<file path="src/rtl/daf_pkg.sv">
// Shared constants and types for the destination address filter.
// Assumes a standard 32-bit Ethernet CRC generator polynomial.
package daf_pkg;

    localparam int          CRC_W    = 32;
    localparam logic [31:0] CRC_POLY = 32'h04C1_1DB7;
    localparam logic [31:0] CRC_SEED = 32'hFFFF_FFFF;

    // Class of a destination address.
    typedef enum logic [1:0] {
        DST_UNICAST   = 2'd0,
        DST_MULTICAST = 2'd1,
        DST_BROADCAST = 2'd2
    } dst_kind_e;

    // Advance the CRC register by one input bit.
    function automatic logic [31:0] crc_bit_step(input logic [31:0] c, input logic din);
        logic fb;
        fb = c[31] ^ din;
        return {c[30:0], 1'b0} ^ (fb ? CRC_POLY : 32'h0);
    endfunction

endpackage

</file>
<file path="src/rtl/daf_crc_hash.sv">
// Running CRC over the destination bytes, least significant bit first.
// Presents the hash index including the byte offered this cycle, so the
// top level can decide on the same edge that takes the last byte.
// Assumes clear and step may be high together (first byte of a frame).
module daf_crc_hash #(
    parameter int BYTE_W     = 8,
    parameter int HASH_IDX_W = 6
) (
    input  logic                  clk,
    input  logic                  rst_n,
    input  logic                  clear,
    input  logic                  step,
    input  logic [BYTE_W-1:0]     data,
    output logic [HASH_IDX_W-1:0] idx_next
);
    import daf_pkg::*;

    logic [CRC_W-1:0] crc_q;
    logic [CRC_W-1:0] crc_base;
    logic [CRC_W-1:0] crc_stepped;
    logic [CRC_W-1:0] crc_nxt;

    // Fold the whole byte into the register, bit 0 first.
    always_comb begin
        crc_base    = clear ? CRC_SEED : crc_q;
        crc_stepped = crc_base;
        for (int i = 0; i < BYTE_W; i++) begin
            crc_stepped = crc_bit_step(crc_stepped, data[i]);
        end
        crc_nxt = step ? crc_stepped : crc_base;
    end

    // Hold the running CRC between bytes.
    always_ff @(posedge clk) begin
        if (!rst_n) crc_q <= CRC_SEED;
        else        crc_q <= crc_nxt;
    end

    assign idx_next = crc_nxt[CRC_W-1 -: HASH_IDX_W];

endmodule

</file>
<file path="src/rtl/daf_addr_match.sv">
// Byte-wise accumulators for the exact station compare, the all-ones
// (broadcast) test and the group bit of byte 0. Outputs include the byte
// offered this cycle. Assumes byte_sel is in range whenever step is high.
module daf_addr_match #(
    parameter int ADDR_BYTES = 6,
    parameter int BYTE_W     = 8,
    parameter int SEL_W      = 3,
    localparam int ADDR_W    = ADDR_BYTES * BYTE_W
) (
    input  logic              clk,
    input  logic              rst_n,
    input  logic              clear,
    input  logic              step,
    input  logic [SEL_W-1:0]  byte_sel,
    input  logic [BYTE_W-1:0] data,
    input  logic [ADDR_W-1:0] station,
    output logic              match_next,
    output logic              ones_next,
    output logic              group_next
);
    logic              match_q, ones_q, group_q;
    logic              match_b, ones_b, group_b;
    logic [BYTE_W-1:0] station_byte;

    // Pick the station byte that lines up with the incoming one.
    always_comb begin
        station_byte = '0;
        for (int k = 0; k < ADDR_BYTES; k++) begin
            if (int'(byte_sel) == k) station_byte = station[k*BYTE_W +: BYTE_W];
        end
    end

    // Combine stored flags with the current byte.
    always_comb begin
        match_b    = clear ? 1'b1 : match_q;
        ones_b     = clear ? 1'b1 : ones_q;
        group_b    = clear ? 1'b0 : group_q;
        match_next = match_b;
        ones_next  = ones_b;
        group_next = group_b;
        if (step) begin
            match_next = match_b & (data == station_byte);
            ones_next  = ones_b & (&data);
            if (byte_sel == '0) group_next = data[0];
        end
    end

    // Hold the flags between bytes.
    always_ff @(posedge clk) begin
        if (!rst_n) begin
            match_q <= 1'b1;
            ones_q  <= 1'b1;
            group_q <= 1'b0;
        end else begin
            match_q <= match_next;
            ones_q  <= ones_next;
            group_q <= group_next;
        end
    end

endmodule

</file>
<file path="src/rtl/daf_decide.sv">
// Pure combinational verdict from the address class and the mode bits.
// Broadcast is tested before the general group-bit (multicast) path.
module daf_decide #(
    parameter int HASH_IDX_W = 6,
    localparam int TABLE_W   = 1 << HASH_IDX_W
) (
    input  logic                  all_ones,
    input  logic                  group,
    input  logic                  station_match,
    input  logic [HASH_IDX_W-1:0] hash_idx,
    input  logic [TABLE_W-1:0]    hash_table,
    input  logic                  promisc,
    input  logic                  bcast_en,
    input  logic                  mcast_en,
    output daf_pkg::dst_kind_e    kind,
    output logic                  accept
);
    import daf_pkg::*;

    logic hash_hit;

    // Look up the selected table bit.
    assign hash_hit = hash_table[hash_idx];

    // Classify the address, broadcast first.
    always_comb begin
        if (all_ones)   kind = DST_BROADCAST;
        else if (group) kind = DST_MULTICAST;
        else            kind = DST_UNICAST;
    end

    // Apply the enable that governs each class.
    always_comb begin
        unique case (kind)
            DST_BROADCAST: accept = bcast_en;
            DST_MULTICAST: accept = mcast_en & hash_hit;
            default:       accept = station_match;
        endcase
        if (promisc) accept = 1'b1;
    end

endmodule

</file>
<file path="src/rtl/eth_dest_filter.sv">
// Destination address filter top. Counts destination bytes from each
// start-of-frame pulse, feeds them to the CRC and compare units and
// registers a verdict on the edge that takes the last address byte.
// Assumes one byte per valid cycle; configuration is sampled at that edge.
module eth_dest_filter #(
    parameter int ADDR_BYTES = 6,
    parameter int BYTE_W     = 8,
    parameter int HASH_IDX_W = 6,
    localparam int ADDR_W    = ADDR_BYTES * BYTE_W,
    localparam int TABLE_W   = 1 << HASH_IDX_W,
    localparam int CNT_W     = $clog2(ADDR_BYTES + 1)
) (
    input  logic               clk,
    input  logic               rst_n,
    input  logic               sof,
    input  logic               byte_valid,
    input  logic [BYTE_W-1:0]  byte_data,
    input  logic [ADDR_W-1:0]  station_addr,
    input  logic [TABLE_W-1:0] hash_table,
    input  logic               cfg_promisc,
    input  logic               cfg_bcast_en,
    input  logic               cfg_mcast_en,
    output logic               dec_valid,
    output logic               dec_accept,
    output logic               dec_mcast
);
    import daf_pkg::*;

    localparam logic [CNT_W-1:0] LAST_IDX = CNT_W'(ADDR_BYTES - 1);
    localparam logic [CNT_W-1:0] DONE_CNT = CNT_W'(ADDR_BYTES);

    logic [CNT_W-1:0]      cnt_q;
    logic [CNT_W-1:0]      cnt_base;
    logic                  take;
    logic                  last;
    logic [HASH_IDX_W-1:0] idx_next;
    logic                  match_next, ones_next, group_next;
    dst_kind_e             kind;
    logic                  verdict;

    // Byte position within the address, restarted by sof.
    assign cnt_base = sof ? '0 : cnt_q;
    assign take     = byte_valid && (cnt_base < DONE_CNT);
    assign last     = take && (cnt_base == LAST_IDX);

    // Advance the byte position, saturating once the address is complete.
    always_ff @(posedge clk) begin
        if (!rst_n)    cnt_q <= DONE_CNT;
        else if (take) cnt_q <= cnt_base + 1'b1;
        else           cnt_q <= cnt_base;
    end

    daf_crc_hash #(
        .BYTE_W     (BYTE_W),
        .HASH_IDX_W (HASH_IDX_W)
    ) u_hash (
        .clk      (clk),
        .rst_n    (rst_n),
        .clear    (sof),
        .step     (take),
        .data     (byte_data),
        .idx_next (idx_next)
    );

    daf_addr_match #(
        .ADDR_BYTES (ADDR_BYTES),
        .BYTE_W     (BYTE_W),
        .SEL_W      (CNT_W)
    ) u_match (
        .clk        (clk),
        .rst_n      (rst_n),
        .clear      (sof),
        .step       (take),
        .byte_sel   (cnt_base),
        .data       (byte_data),
        .station    (station_addr),
        .match_next (match_next),
        .ones_next  (ones_next),
        .group_next (group_next)
    );

    daf_decide #(
        .HASH_IDX_W (HASH_IDX_W)
    ) u_decide (
        .all_ones      (ones_next),
        .group         (group_next),
        .station_match (match_next),
        .hash_idx      (idx_next),
        .hash_table    (hash_table),
        .promisc       (cfg_promisc),
        .bcast_en      (cfg_bcast_en),
        .mcast_en      (cfg_mcast_en),
        .kind          (kind),
        .accept        (verdict)
    );

    // Register the verdict on the edge that takes the last address byte.
    always_ff @(posedge clk) begin
        if (!rst_n) begin
            dec_valid  <= 1'b0;
            dec_accept <= 1'b0;
            dec_mcast  <= 1'b0;
        end else begin
            dec_valid  <= last;
            dec_accept <= last & verdict;
            dec_mcast  <= last & (kind == DST_MULTICAST);
        end
    end

endmodule

</file>
<file path="config.mk">
export PLATFORM = sky130hd
export DESIGN_NAME = eth_dest_filter
export DESIGN_NICKNAME = d
export VERILOG_FILES = /design/src/rtl/daf_pkg.sv /design/src/rtl/daf_crc_hash.sv /design/src/rtl/daf_addr_match.sv /design/src/rtl/daf_decide.sv /design/src/rtl/eth_dest_filter.sv
export SDC_FILE = /design/constraint.sdc
export NUM_CORES = 1
export LEC_CHECK = 0
export ABC_CLOCK_PERIOD_IN_PS = 5000
export BUFFER_PORTS_ARGS = -buffer_cell sky130_fd_sc_hd__buf_2
export CAP_MARGIN = 20
export CORE_ASPECT_RATIO = 1.1
export CORE_MARGIN = 4
export CORE_UTILIZATION = 57
export CTS_BUF_LIST = sky130_fd_sc_hd__clkbuf_8
export DETAILED_ROUTE_END_ITERATION = 6
export GPL_ROUTABILITY_DRIVEN = 0
export HOLD_SLACK_MARGIN = 0.15
export PLACE_DENSITY_LB_ADDON = 0.05
export REMOVE_ABC_BUFFERS = 1
export SLEW_MARGIN = 15
export SYNTH_ARGS = -nofsm -noshare
export SYNTH_HDL_FRONTEND = slang
export SYNTH_SLANG_ARGS = --single-unit
</file>
<file path="constraint.sdc">
create_clock -name clk -period 5 [get_ports clk]
set_input_delay 0.25 -clock clk [delete_from_list [all_inputs] [get_ports clk]]
set_output_delay 0.25 -clock clk [all_outputs]
set_load 0.02 [all_outputs]
</file>
# --- After elaboration in Yosys (flattened, before gate mapping) ---
# Cells that the tools add are included.
classes:
  addsub: 1
  magnitude_cmp: 2
  n_reduce_logical: 5
  muxes: 31
  n_bitwise: 21
  eq_ne: 9
ops:
  columns: ["cell", "count"]
  rows:
  - ["32-bit bitwise XOR", 8]
  - ["27-bit two-way mux", 8]
  - ["32-bit two-way mux", 2]
  - ["8-bit two-way mux", 6]
  - ["3-bit equality test (second input constant)", 5]
  - ["1-bit two-way mux", 10]
  - ["8-bit equality test", 1]
  - ["8-bit AND reduction", 1]
  - ["1-bit bitwise XOR", 8]
  - ["6-bit by 7-bit < comparator with 1-bit output (second input constant)", 1]
  - ["1-bit binary-select mux with 6-bit select", 1]
  - ["3-bit logical NOT", 2]
  - ["3-bit two-way mux", 2]
  - ["1-bit AND", 5]
  - ["3-bit by 1-bit adder with 3-bit output (second input constant)", 1]
  - ["3-bit by 2-bit equality test with 1-bit output (second input constant)", 1]
  - ["3-bit < comparator (second input constant)", 1]
  - ["2-bit by 1-bit equality test with 1-bit output (second input constant)", 1]
  - ["2-bit equality test (second input constant)", 1]
  - ["1-bit logical AND", 2]
  - ["2-bit two-way mux", 1]
  - ["1-bit one-hot mux with 2 select lines", 1]
word_totals:
  out_inout_bits: 3
  reg_bits: 41
  wordCells: 77

# --- Logic depth before layout (Yosys ltp) ---
# Gate-level depths: netlist of the first run.
logic_depth:
  word_depth: 32
  mapped_depth: 16
  ltp_nobuf: 14

# --- Modules after synthesis ---
# A second synthesis of the first run with hierarchy kept.
hier_totals:
  cells_unflattened: 492
  hier_area_um2: 4330.4
by_module_without_submodules:
  columns: ["mod", "seq_area_each_um2", "area_per_inst_um2", "n_inst", "cells_per_inst"]
  rows:
  - ["daf_crc_hash", 640.6, 2588.7, 1, 308]
  - ["daf_addr_match", 60.1, 872.1, 1, 112]
  - ["daf_decide", 0.0, 594.3, 1, 44]
  - ["eth_dest_filter", 120.1, 275.3, 1, 28]

# --- Least setup slack after synthesis of the first run ---
# No wires, ideal clock.
synth_path:
  path_type: "input-to-reg"
  start: "in sof"
  end: "reg dec_accept"
  path_buffers: 3
  setup_ns: 0.117
  required_ns: 4.883
  arrival_ns: 2.800
  path_stages: 14
  setup_slack_ns: 2.083
  cell_sequence: "buf_6 > buf_6 > clkbuf_1 > nor2b_1 > ha_1 > a21oi_1 > a21oi_1 > or3_1 > a31oi_1 > a21oi_1 > xnor2_1 > o41ai_1 > a221o_1 > a32o_1"
synth_between:
  elab_chain_cells: 20
  elab_cells_between_ends: 64
synth_lines:
  columns: ["item", "line_no", "text"]
  rows:
  - ["from (decl)", "eth_dest_filter.sv:15", "input logic sof,"]
  - ["32-bit two-way mux", "daf_crc_hash.sv:25", "crc_base = clear ? CRC_SEED : crc_q;"]
  - ["32-bit bitwise XOR / 1-bit bitwise XOR (equally long branches)", "daf_pkg.sv:20, daf_pkg.sv:19", null]
  - ["1-bit bitwise XOR / 27-bit two-way mux (equally long branches)", "daf_pkg.sv:19, daf_pkg.sv:20", null]
  - ["27-bit two-way mux / 32-bit bitwise XOR (equally long branches)", "daf_pkg.sv:20", "return {c[30:0], 1'b0} ^ (fb ? CRC_POLY : 32'h0);"]
  - ["32-bit bitwise XOR (5 in a row)", "daf_pkg.sv:20", null]
  - ["32-bit bitwise XOR / 1-bit bitwise XOR (equally long branches)", "daf_pkg.sv:20, daf_pkg.sv:19", null]
  - ["1-bit bitwise XOR / 27-bit two-way mux (equally long branches)", "daf_pkg.sv:19, daf_pkg.sv:20", null]
  - ["27-bit two-way mux / 32-bit bitwise XOR (equally long branches)", "daf_pkg.sv:20", null]
  - ["32-bit bitwise XOR", "daf_pkg.sv:20", null]
  - ["32-bit two-way mux", "daf_crc_hash.sv:30", "crc_nxt = step ? crc_stepped : crc_base;"]
  - ["1-bit binary-select mux with 6-bit select", "daf_decide.sv:23", "assign hash_hit = hash_table[hash_idx];"]
  - ["1-bit two-way mux (not written as such)", "daf_decide.sv:23", null]
  - ["1-bit AND", "daf_decide.sv:36", "DST_MULTICAST: accept = mcast_en & hash_hit;"]
  - ["1-bit one-hot mux with 2 select lines", "daf_decide.sv:34", "unique case (kind)"]
  - ["1-bit two-way mux", "daf_decide.sv:39", "if (promisc) accept = 1'b1;"]
  - ["1-bit AND *", "eth_dest_filter.sv:105", "dec_accept <= last & verdict;"]
  - ["to (signal assigned)", "eth_dest_filter.sv:105", null]
  - ["to (decl)", "eth_dest_filter.sv:24", "output logic dec_accept,"]
# Every way passes the cells marked *; elsewhere a longest branch is shown, timed or not. The select of a mux whose other input is x is not followed.
# A chain may end at the register's enable or synchronous reset.

# --- Worst setup path in the final report of the first run ---
# Same ends and word-level chain as after synthesis.

==> flow_summary.toml, run 1 <==
[run_status]
outcome = "finished clean"

[floorplanning]
die_y_um = 94.7
die_x_um = 86.8
initial_core_util_pct = 58.8
coreArea_mm2 = 0.00663
pin_count = 130
die-area_mm2 = 0.00823
rows = 31

[cts]
cts_tree = "yes"
htree_levels = 2
clockBufferDepth = 2
cts_inserted_buffers = 5
cts_setup_buffers = 0
clock_latency_ps = 290
clock-sinks = 41
cts_root_buf = "clkbuf_8"
cts-resized-gates = 0
path_clk_slew_ps = 70
hold_buffers = 0

[detailed_routing]
drc = 0
drtIter0Drc = 237
wl_per_cell_um = 15.3
totalWireLength_um = 10800
vias = 4139
viasPerCell = 5.83
dr.pass1.iters = 5
ant_nets = 0

[placed_design]
hpwl_um = 8170
place_area_mm2 = 0.00446
io_buffers = 129

[worst_setup_path]
worstPathCellList = "buf_2 > nor2b_1 > ha_1 > a21oi_1 > a21oi_1 > or3_1 > a31oi_1 > a21oi_1 > xnor2_1 > o41ai_1 > a221o_1 > a32o_1"
crit_cells = 12
critPathBufInv = 1
slowest_stage = "a21oi_1"
reg2regPathDepth = 10
cp_max_fo = 44
crit_required_ps = 5230
crit_type = "in2reg"
r2r_slack_ps = 1510
cp_data_arrival_time_ps = 3800
critPathLaunch = "sof"
crit_top_cell = "a21oi_1"
start_kind = "input pin"
crit_end = "dec_accept"
cpLargestDelayFamily = "compound AO/OA/AOI/OAI gates"
cpPeakStageDelay_ps = 620
regToRegEndpoint = "dec_accept"
rr_startpoint = "cnt_q[2]"
cp-end-kind = "flip-flop"

[cells_and_area]
drive_gt1_share_pct = 27.2
final_cell_mix = "buf_2 (129), nand2_1 (62), nor2_1 (54)"
nets = 757
final.fill_count = 591
n_antenna_cell = 0
synthToLayoutAreaGrowth_pct = 17.0
final_area_mm2 = 0.00456
fin_util_pct = 68.8
layout_commonest_cell = "buf_2"

[synth]
syn-cell-area_mm2 = 0.00390
ys_warn_count = 0
synth.top_cell.area_share_pct = 21.1
ys.flop_type = "dfxtp_1"
async_flop_share_pct = 0
yosysSeqAreaShare_pct = 21.1
synth-edff-count = 0
syn_area_per_cell_um2 = 7.42
synth.distinct_cells = 64
yosysTopAreaCell = "dfxtp_1"
syn-instance-count = 525
synth-seq-cells = 41
synthTopCellsByArea = "dfxtp_1 (21%), xnor2_1 (11%), nand2_1 (6.0%)"

[worst_hold_path]
min_path_type = "in2reg"

[sta]
finalSetupViolCount = 0
final_hold_viol_count = 0
finalClockSkew_ps = 8.23
relSlewSlack_pct = 44.1
tns_ps = 0
worst_slew_pin_slew_ps = 837
period_share_pct = 71.4
slew_viol_final = 0
rsz0062_at_grt = "false"
finalCriticalPeriod_ps = 3570
max_freq_mhz = 280

[global_route]
grt_pass1_vias = 3809
grt_overflow = 0
antenna_found_initial = 0
grt_pass1_wl_um = 17200
grtUsageTotal_pct = 25.6
grt_max_degree = 45

[power_and_ir_drop]
ir_drop_mv = 0.173
power_density_mw_per_mm2 = 277
power_mw = 1.26
p_leak_nw = 2.05

[run]
drv_cap = 0
[cell type report]
class	count	area (µm²)	area share, %
Tap cell	82	103	2.25
Sequential cell	41	821	18.0
Timing Repair Buffer	134	683	15.0
Clock inverter	1	5.00	0.110
Clock buffer	7	96.3	2.11
Inverter	14	52.6	1.15
Multi-Input combinational cell	431	2800	61.4
[how the worst min path moves through the flow]
| stage | startpoint | end | slack (ps) | cells after the start |
|---|---|---|---|---|
| floorplan | rst_n | cnt_q[2] | 310 | 1 |
| global placement | u_match.match_q | u_match.match_q | 460 | 2 |
| detailed placement | u_match.match_q | u_match.match_q | 480 | 2 |
| CTS | byte_valid | cnt_q[2] | 230 | 3 |
| global route | byte_valid | cnt_q[2] | 260 | 3 |
| finish | byte_valid | cnt_q[2] | 240 | 3 |
[tightest hold or removal path: stages]
cell and delay, ps:
buf_2 100, o21ai_0 80, nand2_1 60
[cells in the mapped netlist (all sizes together) (2+ instances only)]
| master | number |
|---|---|
| ha | 3 |
| nor2b | 4 |
| dfxtp | 41 |
| xor2 | 18 |
| nand4 | 4 |
| xnor2 | 49 |
| o211ai | 5 |
| inv | 14 |
| clkbuf | 23 |
| nand2 | 62 |
| a31oi | 11 |
| or3 | 9 |
| xnor3 | 2 |
| and2 | 6 |
| o31a | 2 |
| a22o | 5 |
| o22a | 5 |
| o211a | 2 |
| and3 | 4 |
| buf | 16 |
| or2 | 4 |
| mux2i | 21 |
| nor2 | 54 |
| o22ai | 16 |
| o21ai | 44 |
| a22oi | 7 |
| mux2 | 12 |
| a21oi | 34 |
| o2bb2ai | 6 |
| a211oi | 4 |
| nor3 | 19 |
| nand3 | 3 |
[where the power goes]
part	internal, mW	switching [mW]	total (mW)
registers	0.365	0.0318	0.396
logic	0.294	0.334	0.628
clock network	0.125	0.113	0.238
[sequential cells by signal, summed over array words and instances, names as in the netlist]
name	count
u_hash.crc_q	32
u_match.match_q	1
dec_accept	1
u_match.group_q	1
dec_mcast	1
cnt_q	3
u_match.ones_q	1
dec_valid	1
[through the flow]
stage / setup WS [ps] / hold WS, ps / instances
6_report: 1430 / 237 / 710
2_1_floorplan: 1170 / 312 / 486
5_1_grt: 1230 / 257 / 710
4_1_cts: 1520 / 235 / 710
3_5_place_dp: 1250 / 479 / 702
3_3_place_gp: 1360 / 459 / 702
[logic make-up after synthesis]
group | Yosys count | synth area share [%]
XOR/XNOR | 69 | 16.2
multiplexers | 33 | 9.05
adder cells (fa/ha/maj) | 3 | 0.963
buffers and inverters | 53 | 7.09
AND/OR/NAND/NOR | 175 | 21.1
flip-flops | 41 | 21.1
AO/OA/AOI/OAI | 151 | 24.6
[layer usage]
layer	part of all wire (%)	GRT usage, %	routed length [µm]	vias up
li1	-	-	-	2052
met1	43	33.8	4700	1918
met2	49	44.1	5290	153
met3	6.4	3.49	688	16
met4	1.3	5.84	144	0
met5	0	0	0	-
Note: power is estimated with default switching activity, not from simulation.
==> run 2, diff against run 1 <==
--- a/config.mk
+++ b/config.mk
@@ -5,12 +5,12 @@
 export SDC_FILE = /design/constraint.sdc
 export NUM_CORES = 1
 export LEC_CHECK = 0
-export ABC_CLOCK_PERIOD_IN_PS = 5000
+export ABC_CLOCK_PERIOD_IN_PS = 2950
 export BUFFER_PORTS_ARGS = -buffer_cell sky130_fd_sc_hd__buf_2
 export CAP_MARGIN = 20
 export CORE_ASPECT_RATIO = 1.1
 export CORE_MARGIN = 4
-export CORE_UTILIZATION = 57
+export CORE_UTILIZATION = 48
 export CTS_BUF_LIST = sky130_fd_sc_hd__clkbuf_8
 export DETAILED_ROUTE_END_ITERATION = 6
 export GPL_ROUTABILITY_DRIVEN = 0
==> constraint.sdc (replaced) <==
create_clock -name clk -period 2.95 [get_ports clk]
set_input_delay 0.1475 -clock clk [delete_from_list [all_inputs] [get_ports clk]]
set_output_delay 0.1475 -clock clk [all_outputs]
set_load 0.02 [all_outputs]
==> flow_summary.toml, run 2 (same netlist as run 1, synthesis figures left out) <==
[sta]
worst_slew_pin_slew_ps = 584
finalClockSkew_ps = 11.3
relSlewSlack_pct = 60.8
period_share_pct = 98.6
rsz0062_at_grt = "true"
max_freq_mhz = 344
tns_ps = 0
finalSetupViolCount = 0
slew_viol_final = 0
finalCriticalPeriod_ps = 2910
final_hold_viol_count = 0
timing.hold.ws_ps = 192

[global_route]
grt_pass1_wl_um = 18700
grtUsageTotal_pct = 24.0
grt_pass1_vias = 4032
grt_max_degree = 39
grt_overflow = 0
antenna_found_initial = 0

[worst_setup_path]
crit_type = "reg2reg"
cp_data_arrival_time_ps = 3100
slowest_stage = "dfxtp_4"
r2r_slack_ps = 40
cp-end-kind = "flip-flop"
regToRegEndpoint = "dec_accept"
start_kind = "flip-flop"
crit_required_ps = 3140
worstPathCellList = "xor2_2 > and3_2 > o211a_1 > o221a_4 > nor3_4 > buf_4 > clkbuf_16 > mux2i_1 > a22oi_1 > a22o_1 > nand4bb_1 > a32o_1"
reg2regPathDepth = 12
cpPeakStageDelay_ps = 380
rr_startpoint = "u_hash.crc_q[30]"
cp_max_fo = 10

[floorplanning]
die_y_um = 103
die-area_mm2 = 0.00963
die_x_um = 93.9
rows = 34
pin_count = 130
coreArea_mm2 = 0.00791
initial_core_util_pct = 49.3

[worst_hold_path]
hold_path_startpoint = "cfg_promisc"
min_path_cells = 3
whs_endpoint = "dec_accept"
min_path_type = "in2reg"

[run]
drv_cap = 0

[cells_and_area]
drive_gt1_share_pct = 33.3
largest_reg_flops = 32
n_antenna_cell = 0
final_area_mm2 = 0.00503
reg_top3 = "u_hash.crc_q x32, cnt_q x3"
final_cell_mix = "buf_2 (129), nand2_1 (62), nor2_1 (54)"
layout_commonest_cell = "buf_2"
synthToLayoutAreaGrowth_pct = 29.2
final.fill_count = 735
largest_register = "u_hash.crc_q"
nets = 798

[detailed_routing]
totalWireLength_um = 11600
drc = 0
vias = 4213
dr.pass1.iters = 5
wl_per_cell_um = 15.0
drtIter0Drc = 205
ant_nets = 0
viasPerCell = 5.42

[cts]
cts_inserted_buffers = 5
clock_latency_ps = 300
clock-sinks = 41
htree_levels = 2
cts_root_buf = "clkbuf_8"
clockBufferDepth = 2
path_clk_slew_ps = 90
cts_tree = "yes"

[placed_design]
io_buffers = 129
hpwl_um = 9110
place_area_mm2 = 0.00478

[run_status]
outcome = "finished clean"

[power_and_ir_drop]
power_density_mw_per_mm2 = 470
ir_drop_mv = 0.253
power_mw = 2.37
p_leak_nw = 2.28
-- run 2: worst max-delay path: cells and delay by family, from the launching register on --
| kind | cells | cell delay, ps |
|---|---|---|
| buffers and inverters | 2 | 320 |
| multiplexers | 1 | 190 |
| XOR/XNOR | 1 | 160 |
| AND/OR/NAND/NOR | 3 | 660 |
| flip-flops | 1 | 380 |
| AO/OA/AOI/OAI | 5 | 1090 |
-- run 2: repair_timing --
item | CTS | global route
pin swaps | 0 | 5
endpoints found under the setup margin | 1 | 2
hold endpoints to repair | 1 | 0
gates resized for setup | 1 | 16
buffers inserted | 0 | 4
gates cloned | 0 | 1
hold buffers | 1 | 0
-- run 2: final cells by class --
cell class                 count  area, µm²  share of cell area, %
clock buffer                   6       82.6                   1.64
clock inverter                 2       37.5                  0.746
inverter                      14       52.6                   1.04
multi-input combinational    431       2860                   56.9
sequential                    41        828                   16.5
tap                          108        135                   2.68
timing repair buffer         175       1040                   20.6
-- run 2: worst max path at each step --
stage / startpoint / to / slack [ps]
floorplan: cnt_q[1] / dec_accept / -880
global placement: u_hash.crc_q[30] / dec_accept / 90
detailed placement: u_hash.crc_q[30] / dec_accept / 20
CTS: u_hash.crc_q[28] / dec_accept / 30
global route: u_hash.crc_q[30] / dec_accept / -100
finish: u_hash.crc_q[30] / dec_accept / 40
-- run 2: power by group --
| group | internal [mW] | switching [mW] | total (mW) |
|---|---|---|---|
| Sequential | 0.619 | 0.0515 | 0.670 |
| Combinational | 0.609 | 0.604 | 1.21 |
| Clock | 0.275 | 0.208 | 0.484 |
| Total | 1.50 | 0.864 | 2.37 |
-- run 2: through the flow --
| step | setup WS (ps) | utilization (%) | cells |
|---|---|---|---|
| 3_5_place_dp | 21.2 | 60.4 | 763 |
| 6_report | 41.4 | 63.6 | 777 |
| 3_3_place_gp | 86.4 | 60.4 | 763 |
| 4_1_cts | 28.9 | 62.1 | 772 |
| 5_1_grt | -95.4 | 63.6 | 777 |
| 2_1_floorplan | -883 | - | 486 |
-- run 2: layer usage --
layer | GRT usage, % | part of all wire, % | vias up
li1 | - | - | 2137
met1 | 31.6 | 44 | 1934
met2 | 41.2 | 49 | 118
met3 | 2.99 | 4.6 | 24
met4 | 7.22 | 2.3 | 0
met5 | 0 | 0 | -
